File: config.mk
export PLATFORM = sky130hd
export DESIGN_NAME = dio_read_responder
export DESIGN_NICKNAME = d
export VERILOG_FILES = /design/src/rtl/dio_resp_pkg.sv /design/src/rtl/dio_resp_sync.sv /design/src/rtl/dio_resp_store.sv /design/src/rtl/dio_resp_engine.sv /design/src/rtl/dio_read_responder.sv
export SDC_FILE = /design/constraint.sdc
export NUM_CORES = 2
export LEC_CHECK = 0
export ABC_CLOCK_PERIOD_IN_PS = 2500
export BUFFER_PORTS_ARGS = -buffer_cell sky130_fd_sc_hd__clkbuf_2
export CORE_AREA = 2 2 428 430
export DETAILED_ROUTE_END_ITERATION = 8
export DIE_AREA = 0 0 430 432
export GPL_TIMING_DRIVEN = 0
export MAX_ROUTING_LAYER = met4
export PLACE_DENSITY_LB_ADDON = 0.1
export SYNTH_ARGS = -nofsm -noshare
export SYNTH_HDL_FRONTEND = slang
export SYNTH_SLANG_ARGS = --single-unit
File: constraint.sdc
create_clock -name clk -period 2.5 [get_ports clk]
set_input_delay 0.625 -clock clk [delete_from_list [all_inputs] [get_ports clk]]
set_output_delay 0.625 -clock clk [all_outputs]
set_load 0.02 [all_outputs]
File: src/rtl/dio_resp_pkg.sv
package dio_resp_pkg;
  typedef enum logic [2:0] {
    PH_IDLE  = 3'd0,
    PH_CMD   = 3'd1,
    PH_ADDR  = 3'd2,
    PH_DUMMY = 3'd3,
    PH_DATA  = 3'd4,
    PH_SKIP  = 3'd5
  } phase_e;

  localparam int BYTE_W     = 8;
  localparam int PAIRS_PER_B = BYTE_W / 2;
endpackage

File: src/rtl/dio_resp_sync.sv
// Two-stage synchroniser bank for the asynchronous serial pins.
module dio_resp_sync #(
  parameter int W = 4
) (
  input  logic         clk,
  input  logic         rst_n,
  input  logic [W-1:0] rst_val,
  input  logic [W-1:0] d_async,
  output logic [W-1:0] d_sync
);
  logic [W-1:0] stage1_q;
  logic [W-1:0] stage2_q;

  always_ff @(posedge clk or negedge rst_n) begin
    if (!rst_n) begin
      stage1_q <= rst_val;
      stage2_q <= rst_val;
    end else begin
      stage1_q <= d_async;
      stage2_q <= stage1_q;
    end
  end

  assign d_sync = stage2_q;
endmodule

File: src/rtl/dio_resp_store.sv
// Byte storage: one write port from the preload interface, one combinational read.
module dio_resp_store #(
  parameter int DEPTH = 256,
  localparam int AW = $clog2(DEPTH)
) (
  input  logic          clk,
  input  logic          we,
  input  logic [AW-1:0] waddr,
  input  logic [7:0]    wdata,
  input  logic [AW-1:0] raddr,
  output logic [7:0]    rdata
);
  logic [7:0] cells_q [DEPTH];

  always_ff @(posedge clk) begin
    if (we) cells_q[waddr] <= wdata;
  end

  assign rdata = cells_q[raddr];
endmodule

File: src/rtl/dio_resp_engine.sv
// Phase sequencer: command, address, dummy, then the output stream.
module dio_resp_engine
  import dio_resp_pkg::*;
#(
  parameter int          DEPTH      = 256,
  parameter logic [7:0]  READ_CODE  = 8'hBB,
  parameter int          ADDR_BITS  = 24,
  parameter int          DUMMY_CLKS = 4,
  localparam int AW        = $clog2(DEPTH),
  localparam int ADDR_CLKS = ADDR_BITS / 2,
  localparam int CW        = $clog2(ADDR_CLKS + 1)
) (
  input  logic          clk,
  input  logic          rst_n,
  input  logic          sck_s,
  input  logic          cs_n_s,
  input  logic [1:0]    io_s,
  input  logic [7:0]    rd_byte,
  output logic [AW-1:0] rd_ptr,
  output logic [1:0]    line_out,
  output logic          line_oe,
  output logic          idle
);
  phase_e        phase_q;
  phase_e        eff_phase;
  logic          sck_prev_q;
  logic          sck_rise;
  logic          sck_fall;
  logic [CW-1:0] cnt_q;
  logic [7:0]    cmd_q;
  logic [7:0]    cmd_next;
  logic [AW-1:0] addr_q;
  logic [AW-1:0] ptr_q;
  logic [AW-1:0] ptr_next;
  logic [7:0]    shift_q;
  logic [1:0]    pair_q;
  logic          first_q;
  logic          oe_q;

  always_ff @(posedge clk or negedge rst_n) begin
    if (!rst_n) sck_prev_q <= 1'b0;
    else        sck_prev_q <= sck_s;
  end

  assign sck_rise  = sck_s & ~sck_prev_q;
  assign sck_fall  = ~sck_s & sck_prev_q;
  assign eff_phase = (phase_q == PH_IDLE) ? PH_CMD : phase_q;
  assign cmd_next  = {cmd_q[6:0], io_s[0]};
  assign ptr_next  = (ptr_q == AW'(DEPTH - 1)) ? '0 : ptr_q + 1'b1;

  always_ff @(posedge clk or negedge rst_n) begin
    if (!rst_n) begin
      phase_q <= PH_IDLE;
      cnt_q   <= '0;
      cmd_q   <= '0;
      addr_q  <= '0;
      ptr_q   <= '0;
      shift_q <= '0;
      pair_q  <= '0;
      first_q <= 1'b1;
      oe_q    <= 1'b0;
    end else if (cs_n_s) begin
      phase_q <= PH_IDLE;
      cnt_q   <= '0;
      pair_q  <= '0;
      first_q <= 1'b1;
      oe_q    <= 1'b0;
    end else begin
      phase_q <= eff_phase;
      unique case (eff_phase)
        PH_CMD: if (sck_rise) begin
          cmd_q <= cmd_next;
          if (cnt_q == CW'(7)) begin
            cnt_q   <= '0;
            phase_q <= (cmd_next == READ_CODE) ? PH_ADDR : PH_SKIP;
          end else begin
            cnt_q <= cnt_q + 1'b1;
          end
        end
        PH_ADDR: if (sck_rise) begin
          addr_q <= {addr_q[AW-3:0], io_s[1], io_s[0]};
          if (cnt_q == CW'(ADDR_CLKS - 1)) begin
            cnt_q   <= '0;
            phase_q <= PH_DUMMY;
          end else begin
            cnt_q <= cnt_q + 1'b1;
          end
        end
        PH_DUMMY: if (sck_rise) begin
          if (cnt_q == CW'(DUMMY_CLKS - 1)) begin
            cnt_q   <= '0;
            ptr_q   <= addr_q;
            phase_q <= PH_DATA;
          end else begin
            cnt_q <= cnt_q + 1'b1;
          end
        end
        PH_DATA: if (sck_fall) begin
          oe_q <= 1'b1;
          if (first_q || pair_q == 2'(PAIRS_PER_B - 1)) begin
            shift_q <= rd_byte;
            ptr_q   <= ptr_next;
            pair_q  <= '0;
            first_q <= 1'b0;
          end else begin
            shift_q <= {shift_q[5:0], 2'b00};
            pair_q  <= pair_q + 1'b1;
          end
        end
        default: ;
      endcase
    end
  end

  assign rd_ptr   = ptr_q;
  assign line_out = shift_q[7:6];
  assign line_oe  = oe_q;
  assign idle     = cs_n_s && (phase_q == PH_IDLE);
endmodule

File: src/rtl/dio_read_responder.sv
module dio_read_responder #(
  parameter int         DEPTH     = 256,
  parameter logic [7:0] READ_CODE = 8'hBB,
  localparam int AW = $clog2(DEPTH)
) (
  input  logic          clk,
  input  logic          rst_n,
  input  logic          spi_sck,
  input  logic          spi_cs_n,
  input  logic [1:0]    io_in,
  output logic [1:0]    io_out,
  output logic [1:0]    io_oe,
  input  logic          wr_valid,
  output logic          wr_ready,
  input  logic [AW-1:0] wr_addr,
  input  logic [7:0]    wr_data
);
  logic [3:0]    pins_s;
  logic [7:0]    rd_byte;
  logic [AW-1:0] rd_ptr;
  logic          line_oe;
  logic          idle;

  dio_resp_sync #(.W(4)) u_sync (
    .clk     (clk),
    .rst_n   (rst_n),
    .rst_val (4'b0100),
    .d_async ({spi_sck, spi_cs_n, io_in}),
    .d_sync  (pins_s)
  );

  dio_resp_store #(.DEPTH(DEPTH)) u_store (
    .clk   (clk),
    .we    (wr_valid & wr_ready),
    .waddr (wr_addr),
    .wdata (wr_data),
    .raddr (rd_ptr),
    .rdata (rd_byte)
  );

  dio_resp_engine #(.DEPTH(DEPTH), .READ_CODE(READ_CODE)) u_engine (
    .clk      (clk),
    .rst_n    (rst_n),
    .sck_s    (pins_s[3]),
    .cs_n_s   (pins_s[2]),
    .io_s     (pins_s[1:0]),
    .rd_byte  (rd_byte),
    .rd_ptr   (rd_ptr),
    .line_out (io_out),
    .line_oe  (line_oe),
    .idle     (idle)
  );

  assign io_oe    = {2{line_oe}};
  assign wr_ready = idle;
endmodule

# Yosys cells after proc, flatten, opt, wreduce, memory -nomap -nowiden
# Memory sizes are Yosys's and may differ from the RTL's.
# Cells that the tools add are included.
# Widths: inputs -> output; s select.
[totals] register_bits=51 ramBits=2048 input_bits=23 n_memories=1
[classes] n_addsub=3 n_eq_ne=17 mux=38 bitwise_logic=6 reduce_logical=15
[mem_list] name="u_store.cells_q" words=256 word_bits=8 read_ports=1 rd_ports_with_merged_regs=0 write_ports=1 line_no="dio_resp_store.sv:13" source="logic [7:0] cells_q [DEPTH];"
[ops] cell="$mux 8" n=6
[ops] cell="$mux 4" n=7
[ops] cell="$mux 3" n=9
[ops] cell="$eq 8x8->1 const B" n=2
[ops] cell="$pmux 8 s2" n=1
[ops] cell="$pmux 4 s3" n=1
[ops] cell="$reduce_and 3->1" n=4
[ops] cell="$mux 1" n=9
[ops] cell="$ne 3x2->1 const B" n=3
[ops] cell="$pmux 3 s3" n=1
[ops] cell="$add 8x1->8 const B" n=1
[ops] cell="$mux 2" n=4
[ops] cell="$ne 2x1->1 const B" n=4
[ops] cell="$reduce_bool 2->1" n=4
[ops] cell="$eq 3x2->1 const B" n=2
[ops] cell="$reduce_and 6->1" n=1
[ops] cell="$add 4x1->4 const B" n=1
[ops] cell="$eq 4x2->1 const B" n=1
[ops] cell="$eq 4x3->1 const B" n=1
[ops] cell="$eq 4x4->1 const B" n=1
[ops] cell="$reduce_and 4->1" n=1
[ops] cell="$reduce_bool 4->1" n=1
[ops] cell="$and 1x1->1" n=3
[ops] cell="$eq 3x1->1 const B" n=1
[ops] cell="other kinds (8)" n=10

# Logic depth before layout (Yosys ltp)
[logic_depth] ltp_word=6 mapped_depth=13 mapped_depth_nobuf=7

# Least setup slack after synthesis
# No wires, ideal clock.
[synth_path] path_type="reg-to-reg" start="register u_sync.stage2_q[2] (netlist: u_sync.d_sync[2])" end="memory u_store.cells_q[180][0], enable pin" setup_time_ps=370 t_arrival_ps=2814 slack_ps=-684 stages_incl_launch_ff=7 n_path_buf=1 period_less_slack_ps=3184 path_cell_list="dfstp_2 -> nor4b_1 -> nand2_1 -> nor3b_1 -> nand3_1 -> clkbuf_1 -> nor2_1"
[synth_via] elab_chain_len=4
[synth_rtl] item="start: declaration" line_no="dio_resp_sync.sv:12" source="logic [W-1:0] stage2_q;"
[synth_rtl] item="start signal: assignment" line_no="dio_resp_sync.sv:17" source="stage2_q <= rst_val;"
[synth_rtl] item="start signal: assignment" line_no="dio_resp_sync.sv:20" source="stage2_q <= stage1_q;"
[synth_rtl] item="$logic_and 1x1->1" line_no="dio_resp_engine.sv:118" source="assign idle = cs_n_s && (phase_q == PH_IDLE);"
[synth_rtl] item="named net wr_ready" line_no="dio_read_responder.sv:14" source="output logic wr_ready,"
[synth_rtl] item="$and 1x1->1" line_no="dio_read_responder.sv:34" source=".we (wr_valid & wr_ready),"
[synth_rtl] item="$mux 1" line_no="dio_resp_store.sv:16" source="if (we) cells_q[waddr] <= wdata;"
[synth_rtl] item="$mux 1 (not written as such)" line_no="dio_resp_store.sv:16"
[synth_rtl] item="end: declaration" line_no="dio_resp_store.sv:13"
# The timed path passes the listed nets, and every way through them passes these cells.

# Worst setup path after layout
[layout_path] start="register u_engine.ptr_q[4] (netlist: u_engine.rd_ptr[4])" end="register u_engine.shift_q[1]"
[layout_via] elab_chain_len=2
[layout_rtl] item="start: declaration" line_no="dio_resp_engine.sv:33" source="logic [AW-1:0] ptr_q;"
[layout_rtl] item="start signal: assignment" line_no="dio_resp_engine.sv:92" source="ptr_q <= addr_q;"
[layout_rtl] item="start signal: assignment" line_no="dio_resp_engine.sv:102" source="ptr_q <= ptr_next;"
[layout_rtl] item="$mem_v2 256x8"
[layout_rtl] item="$mux 8" line_no="dio_resp_engine.sv:100" source="if (first_q || pair_q == 2'(PAIRS_PER_B - 1)) begin"
[layout_rtl] item="end signal: assignment" line_no="dio_resp_engine.sv:101" source="shift_q <= rd_byte;"
[layout_rtl] item="end signal: assignment" line_no="dio_resp_engine.sv:106" source="shift_q <= {shift_q[5:0], 2'b00};"
[layout_rtl] item="end: declaration" line_no="dio_resp_engine.sv:35" source="logic [7:0] shift_q;"
# No other way between the ends.
# A chain may end at the register's enable or synchronous reset.

==> impl_results.md <==
* Yosys top cell area share at 75.7%
* CTS root buffer: clkbuf_16
* Comb pwr share at 1.6%
* Min Tclk post-route at 3.15 ns
* Internal power at 56.4 mW
* Chip width at 430 um
* R2R Path End: u_engine.shift_q[1]
* Area leader, netlist: edfxtp_1
* Cells along the critical path: clkbuf_2 > nor2b_1 > a22oi_1 > a21oi_2 > a21oi_1 > a31oi_1 > o31ai_2 > a221oi_2
* Clk_skew at 0.0510 ns
* Post-synthesis cell count at 3,837
* Pin count of the biggest net entering global routing at 140
* Yosys warns at 0
* Total core area at 0.182 sq mm
* Remaining antenna violation count at 0
* Clock sink total at 2,099
* Asr flop ratio synth at 2.43%
* H-tree depth at 4
* Io pins at 28
* Routability Congestion at 0.937
* Max Cap Viol at 1
* Post-route core utilization at 55.6%
* Seq/Total Area, Yosys at 77.2%
* Share of cells above drive strength 1 at 39.6%
* Fin. max-slew vios at 5
* Routed WL per cell at 37.5 um
* Fmax at 0.318 GHz
* # DRC at 0
* Critical-path top delay cell: nor2b_1
* Fin. Hold Viols at 0
* Syn-to-layout area delta at 24.2%
* PortBufs at 27
* Status: complete, but fails checks
* Crit path launch: u_engine.rd_ptr[4]
* Worst setup path endpoint: u_engine.shift_q[1]
* Peak VDD IR at 678 uV
* Main area contributors after synthesis: edfxtp_1 76%, mux4_2 14%, dfrtp_1 1.5%, nor2_1 1.4%, mux2i_1 1.1%
* Non-Filler Instances at 6,961
* Clock share of power at 43.8%
* Row Count at 157
* Mean cell area of the mapped netlist at 21.2 sq um
* Syn Nets at 3,863
* Setup TNS at -106.11 ns
* Starting Density at 44.7%
* Final period utilization at 126%
* Flop-to-flop setup slack at -0.65 ns
* Routed wire length at 261,000 um
* Gr usage total at 28.6%
* Min-delay worst type: primary input to async pin
* Die ar. at 0.186 sq mm
* Chip Height at 432 um
* DRT Pass-1 Iters at 5
* Net Sw Frac at 20.5%
* Post-synth EDFFs at 2,048
* CP Data Arrival Time at 3.93 ns
* CTS tree: built
* Detailed placement HPWL at 168,000 um
* Routed vias/inst at 6.28
* Largest stage delay on the critical path at 0.63 ns
* Routed vias at 43,700
* Congestion Overflow GR at 0
* # fillers at 13,400
* Critical path class: flop to flop
* TritonCTS buffer count at 213
* Nets at 4,429
* Start of the worst register-to-register path: u_engine.rd_ptr[4]
* Post-synth cell types at 60
* Clock Path Buffers at 3
* Clk Latency, worst-skew pair at 0.87 ns
* Placed insts at 6,267
* Switching pwr at 14.5 mW
* Min Hold Slack at 0.238 ns
* Crit. End Element: flop
* Required time worst endpoint at 3.28 ns
* Global-route wire length before repair at 350,000 um
* Placement Cell Area at 0.0851 sq mm
* Failing checks: max-capacitance violations, max-slew violations, negative setup slack
* Post-route cell area at 0.101 sq mm
* Worst r2r path cells at 8
* Flop pwr share at 54.6%
* Final setup fails at 1,370
* Total power at 70.9 mW
* Worst Path Max Fanout at 10
* Startpoint types: flop
* Worst Tran Pin Value at 1.51 ns
* Leak Pwr at 30.6 nW
* Top_reg_cell synth: edfxtp_1
* Clk slew on worst S/H paths at 0.06 ns
* Setup ws final at -0.649 ns
* RSZ-0062 raised after global routing: yes
* Antenna violations before repair at 9
* Synthesized area at 0.0813 sq mm
* DRT iter0 DRCs at 6,083
* Vias in the first global route at 42,000
* Relative slew slack at -1.09%
* Power per Cell Area at 702 mW/mm^2
* #FFs+latches synth at 2,099
* Placement Setup Slack at -2.82 ns
[what timing repair did]
action | CTS | global route
gates cloned | 8 | 9
pin swaps | 114 | 130
gates resized for setup | 1036 | 240
endpoints found under the hold margin | 4 | 15
endpoints found under the setup margin | 2065 | 1968
buffers inserted | 151 | 141
hold buffers | 4 | 1
[cells by family (layout without fill, tap and decap cells)]
family	after synthesis	count (layout)	share of synthesized area [%]
AOI/OAI and AO/OA	351	351	3.00
other	0	2	0
xor gates and xnor gates	1	1	0.0108
and+or+nand+nor	537	537	2.88
buffers and inverters	232	969	1.43
muxes	614	614	15.4
DFF	2099	2099	77.2
adders and majority gates	3	3	0.0462
[registers in the layout, summed over array words and instances, names as in the netlist, 2 cells and up]
register	count
u_store.cells_q	2048
u_engine.phase_q	3
u_engine.cnt_q	4
u_engine.cmd_q	7
u_engine.pair_q	2
u_engine.rd_ptr	8
u_engine.shift_q	8
u_engine.addr_q	8
u_sync.d_sync	4
u_sync.stage1_q	4
[worst max-delay path, delay by kind of cell (launching register included)]
| kind | cells | cell delay, ns |
|---|---|---|
| compound gates | 6 | 1.29 |
| buf+inv | 1 | 0.58 |
| flops | 1 | 0.55 |
| simple gates | 1 | 0.63 |
[placed cells by master (no fill, tap or decap), types with 15 or more instances in the layout]
cell type,Yosys,routed
a22oi_1,82,73
dfrtp_1,48,45
clkbuf_4,0,26
edfxtp_1,2048,2048
buf_12,0,180
clkbuf_16,0,235
mux4_2,507,507
nor2_4,0,219
a21oi_1,52,32
nor2b_1,18,15
buf_4,26,91
nand3_1,35,21
clkbuf_1,110,79
nand2_1,89,64
mux2_2,19,19
clkinv_1,1,44
o22ai_1,69,56
clkbuf_8,0,27
nor3_1,25,15
buf_8,0,30
buf_6,16,107
mux2i_1,88,79
nor2_1,305,40
clkinv_2,0,25
o221ai_1,29,24
buf_16,0,31
nor2_2,0,46
clkbuf_2,0,48
a22o_1,24,18
a21oi_2,0,19
[per-layer routing]
metal | vias to the layer above | wire length (um) | GRT usage [%]
li1 | 17300 | - | -
met5 | - | 0 | -
met3 | 432 | 23100 | 4.94
met4 | 0 | 9880 | 9.62
met2 | 2250 | 125000 | 44.1
met1 | 23700 | 103000 | 39.0
[synth_stat cells (14+ instances only)]
library cell     n
a22o_1          24
mux2_2          19
buf_1           16
nor2_1         305
o21ai_1         14
a21oi_1         52
dfrtp_1         48
buf_2           60
buf_6           16
o21ai_0         15
a221oi_1        14
a22oi_1         82
nor3_1          25
clkbuf_1       110
buf_4           26
nand3_1         35
nor2b_1         18
o22ai_1         69
mux2i_1         88
a211oi_1        16
nand2_1         89
o221ai_1        29
edfxtp_1      2048
mux4_2         507
[cell type report]
cell class,count,area (sq um),area share [%]
Clock buffer,289,5770,5.72
Antenna cell,2,5.00,0.00496
Clock inverter,97,908,0.900
Tap cell,2385,2980,2.96
Timing Repair Buffer,358,5380,5.33
Sequential cell,2099,62800,62.2
Inverter,4,16.3,0.0161
Multi-Input combinational cell,1506,20400,20.2
Buffer,221,2720,2.69
[power groups by stage]
stage	clock network, mW	logic, mW	registers (mW)
final	31.1	1.12	38.7
after global routing	32.7	1.18	38.7
after CTS	31.4	1.06	38.7
after detailed placement	0	0.956	39.4
after global placement	0	0.818	39.7
after floorplan	0	0.122	39.4
[worst min path at each step]
stage,to,slack (ns),cells after the start
2_1_floorplan,u_engine.addr_q[0],0.33,0
3_5_place_dp,u_sync.d_sync[3],0.34,0
5_1_grt,u_store.cells_q[254][2],0.26,1
6_report,u_sync.stage1_q[1],0.24,2
3_3_place_gp,u_sync.d_sync[1],0.33,0
4_1_cts,u_engine.phase_q[0],0.07,1
Note: power is estimated with default switching activity, not from simulation.
